## config.mk

```make
export PLATFORM = sky130hd
export DESIGN_NAME = rob_commit
export DESIGN_NICKNAME = d
export VERILOG_FILES = /design/src/rtl/rob_commit.sv
export SDC_FILE = /design/constraint.sdc
export NUM_CORES = 1
export LEC_CHECK = 0
export ABC_CLOCK_PERIOD_IN_PS = 3800
export BUFFER_PORTS_ARGS = -buffer_cell sky130_fd_sc_hd__buf_2
export CAP_MARGIN = 20
export CORE_UTILIZATION = 59
export CTS_BUF_LIST = sky130_fd_sc_hd__clkbuf_4
export DETAILED_ROUTE_END_ITERATION = 16
export GPL_TIMING_DRIVEN = 0
export PLACE_DENSITY_LB_ADDON = 0.1
export SYNTH_ARGS = -nofsm -noshare
export SYNTH_HDL_FRONTEND = slang
export SYNTH_SLANG_ARGS = --single-unit
```

## constraint.sdc

```tcl
create_clock -name clk -period 3.8 [get_ports clk]
set_input_delay 0.38 -clock clk [delete_from_list [all_inputs] [get_ports clk]]
set_output_delay 0.38 -clock clk [all_outputs]
set_load 0.01 [all_outputs]
```

## src/rtl/rob_commit.sv

```systemverilog
module rob_commit #(
  parameter int DEPTH  = 16,
  parameter int PREG_W = 7
) (
  input  logic              clk,
  input  logic              rst_n,
  input  logic              flush,
  input  logic              alloc_valid,
  input  logic [PREG_W-1:0] alloc_preg,
  output logic              alloc_ready,
  output logic [$clog2(DEPTH)-1:0] alloc_idx,
  input  logic              wb_valid,
  input  logic [$clog2(DEPTH)-1:0] wb_idx,
  output logic              rob_empty,
  output logic              ret0_valid,
  output logic [PREG_W-1:0] ret0_preg,
  output logic              ret1_valid,
  output logic [PREG_W-1:0] ret1_preg
);
  localparam int IDX_W = $clog2(DEPTH);
  localparam logic [IDX_W:0] FULL_CNT = (IDX_W+1)'(DEPTH);

  logic [IDX_W:0]    head_q, tail_q, used;
  logic [PREG_W-1:0] preg_q [DEPTH];
  logic [DEPTH-1:0]  done_q;
  logic [IDX_W-1:0]  head_idx, head_nxt, tail_idx;
  logic              alloc_fire;

  assign used        = tail_q - head_q;
  assign rob_empty   = (used == '0);
  assign alloc_ready = (used != FULL_CNT) && !flush;
  assign alloc_fire  = alloc_valid && alloc_ready;
  assign head_idx    = head_q[IDX_W-1:0];
  assign head_nxt    = head_idx + 1'b1;
  assign tail_idx    = tail_q[IDX_W-1:0];
  assign alloc_idx   = tail_idx;

  assign ret0_valid = !flush && !rob_empty && done_q[head_idx];
  assign ret1_valid = ret0_valid && (used > (IDX_W+1)'(1)) && done_q[head_nxt];
  assign ret0_preg  = preg_q[head_idx];
  assign ret1_preg  = preg_q[head_nxt];

  always_ff @(posedge clk) begin
    if (!rst_n || flush) begin
      head_q <= '0;
      tail_q <= '0;
    end else begin
      head_q <= head_q + (IDX_W+1)'(ret0_valid) + (IDX_W+1)'(ret1_valid);
      if (alloc_fire) tail_q <= tail_q + 1'b1;
    end
  end

  always_ff @(posedge clk) begin
    if (!rst_n) begin
      done_q <= '0;
    end else begin
      if (wb_valid)   done_q[wb_idx]   <= 1'b1;
      if (alloc_fire) done_q[tail_idx] <= 1'b0;
    end
  end

  always_ff @(posedge clk) begin
    if (alloc_fire) preg_q[tail_idx] <= alloc_preg;
  end
endmodule


```

==> flow_summary_export.csv <==
group,metric,value,unit
status,outcome,"finished, violations left",
status,violations,"DRC",
clocking,cts.htree.levels,4,
grt,grt_pass1_wl,24.4,mm
logic_synthesis,yosysSeqAreaShare,0.553,
setup_path,cp-end-kind,"primary output",
clocking,cts_root_buffer,"clkbuf_4",
timing,finalCritPeriodShare,0.958,
routing,drtAntennaViolNets,0,
hold_path,hp-class,"primary input to flip-flop",
floorplanning,initial_core_util,0.610,
clocking,cts_setup_buffers,0,
setup_path,startpoint_type,"flip-flop",
logic_synthesis,yosys_most_used_dff,"edfxtp_1",
final_layout,final_cells,677,
logic_synthesis,yosysTopAreaCellShare,0.479,
final_layout,area_delta_synth_final,9.91,%
setup_path,reg2reg_slack,0.23,ns
clocking,cts_tree,"done",
setup_path,critPathKind,"flip-flop to primary output",
final_layout,diodes,0,
timing,rsz0062_at_grt,"yes",
final_layout,drive_gt1_frac,0.345,
clocking,clock_latency,0.55,ns
routing,drc,2,
place,placedCellCount,645,
routing,drtIter0Drc,466,
floorplanning,die_w,111,µm
routing,route.vias.total,4462,
logic_synthesis,netlist-cell-type-count,48,
floorplanning,dieArea,12300,µm²
timing,finalHoldViolations,0,
place,dpl_cell_area,7390,µm²
timing,layout_min_cycle_time,3.64,ns
grt,grt_use_total,0.273,
setup_path,crit_required,3.42,ns
setup_path,cp.arrival,3.26,ns
grt,grt-ovfl-total,0,
floorplanning,rows,39,
clocking,cts-buffers-inserted,17,
logic_synthesis,synth_nets,492,
clocking,path_clk_slew,0.11,ns
grt,grt_start_max_net_pins,17,
timing,setup_viol,0,
place,gp_congestion,0.833,
logic_synthesis,yosysMostFrequentCell,"edfxtp_1",
routing,drtPass1Iterations,11,
grt,antenna_found_initial,0,
clocking,clockBufferDepth,2,
routing,drt_wl_total,15.6,mm
logic_synthesis,syn_avg_cell_area,15.1,µm²
timing,timing.fmax,275,MHz
timing,finalMaxSlewViolations,0,
setup_path,endpoint,"alloc_ready",
setup_path,worstReg2RegEnd,"head_q[4]$_SDFF_PP0_",
logic_synthesis,synth_cells,464,
floorplanning,coreArea,11500,µm²
power,p_leak,2.53,nW
timing,finalClockSkew,0.0138,ns
logic_synthesis,ys_ff_latch,138,
routing,vias_per_cell,6.59,
routing,wl_per_cell,23.1,µm
setup_path,reg2reg_from,"head_q[2]$_SDFF_PP0_",
place,hpwl,11.3,mm
place,port_buffers,36,
timing,slew_headroom,0.455,
logic_synthesis,syn_area,7020,µm²
final_layout,multiInputGateArea,2910,µm²
logic_synthesis,synthArstFlopShare,0,
logic_synthesis,synth_edf_count,112,
timing,tightestPinTransition,0.818,ns
floorplanning,die_h,111,µm
final_layout,nets,549,
setup_path,worstSetupStartpoint,"head_q[2]$_SDFF_PP0_",
setup_path,rr_worst_depth,15,
clocking,clock-sinks,138,
final_layout,regArea,3880,µm²
flow_run,maxCapViolCount,0,
logic_synthesis,synth_common_cells,"edfxtp_1 (112), mux4_2 (65), nand2_1 (41)",
power,ir_drop,0.296,mV
logic_synthesis,ys_warn_count,0,
logic_synthesis,post-synth-top-area-cell,"edfxtp_1",
power,power_density,353,nW/µm²
logic_synthesis,synth_area_leaders,"edfxtp_1 (48%), mux4_2 (21%), dfxtp_1 (7.4%)",
final_layout,fillers,830,
setup_path,cp_max_fo,10,
floorplanning,io_pins,38,
grt,grt_pass1_vias,4457,
final_layout,design_area,7720,µm²
-- worst max-delay path, stage by stage, from the launching register on --
cell and delay (ns):
dfxtp_1 0.40, buf_6 0.21, buf_6 0.20, clkinv_2 0.20
ha_1 0.38, a21o_1 0.17, a21oi_1 0.17, xnor2_1 0.17
o2111ai_2 0.30, buf_6 0.24, nor2b_1 0.12, buf_2 0.13
-- timing repair --
action                     4_1_cts  5_1_grt
hold buffers                     0        0
gates resized for setup          8        1
cloned                           0        0
setup endpoints to repair       48        2
pin swaps                        0        0
-- area by class of cell --
cell class	instances	share of cell area
Inverter	11	0.00584
Multi-Input combinational cell	283	0.378
Tap cell	143	0.0232
Timing Repair Buffer	38	0.0246
Buffer	32	0.0276
Sequential cell	138	0.503
Clock inverter	13	0.0195
Clock buffer	19	0.0185
-- worst min-delay path by stage --
stage	start	end	slack, ns	depth (start not counted)
2_1_floorplan	alloc_preg[0]	preg_q[0][0]$_DFFE_PP_	0.48	0
3_3_place_gp	head_q[4]$_SDFF_PP0_	head_q[4]$_SDFF_PP0_	0.52	2
3_5_place_dp	done_q[14]$_SDFF_PN0_	done_q[14]$_SDFF_PN0_	0.53	1
4_1_cts	rst_n	done_q[1]$_SDFF_PN0_	0.10	3
5_1_grt	rst_n	done_q[1]$_SDFF_PN0_	0.14	3
6_report	rst_n	done_q[1]$_SDFF_PN0_	0.15	3
-- cells in the final DEF (no fill, tap or decap), types with 9 or more instances in the layout --
master and count:
nor2_1 34, edfxtp_1 112, ha_1 10, mux4_2 65, dfxtp_1 26, nand2_1 41
o21ai_0 10, buf_2 46, nor3_1 9, a21oi_1 15, clkbuf_4 19
-- kinds of logic after synthesis --
family	after synthesis	synth area share
AOI/OAI and AO/OA	66	0.0732
adders and majority gates	12	0.0235
buffers and inverters	43	0.0362
xor gates and xnor gates	8	0.0110
and+or+nand+nor	125	0.0845
DFF	138	0.553
muxes	72	0.218
-- power by group --
part	switching, mW	internal (mW)	leakage, nW
clock network	0.515	0.464	0.149
logic	0.0636	0.0340	1.16
registers	0.00588	1.64	1.22
total	0.584	2.14	2.53
-- state kept, by name (all words and copies together), names as in the netlist --
signal,count
preg_q,112
tail_q,5
head_q,5
done_q,16
-- metal layers --
layer  up-vias  share of wire  global-route usage
met3        40          0.082              0.0547
met2       230           0.47               0.406
met1      2224           0.42               0.394
met4         0          0.032               0.126
met5         -              0                   0
li1       1968              -                   -
-- per-stage QoR --
step | setup TNS, ns | total power [mW] | setup WS (ns) | hold slack (ns) | util
3_3_place_gp | -9.28 | 1.77 | -0.212 | 0.517 | 0.641
6_report | 0 | 2.72 | 0.160 | 0.148 | 0.670
3_5_place_dp | -6.82 | 1.78 | -0.197 | 0.531 | 0.642
5_1_grt | -0.0139 | 2.81 | -0.0139 | 0.138 | 0.670
4_1_cts | 0 | 2.74 | 0.0348 | 0.102 | 0.670
2_1_floorplan | 0 | 1.73 | 0.633 | 0.479 | -
(Power assumes the default switching activity.)
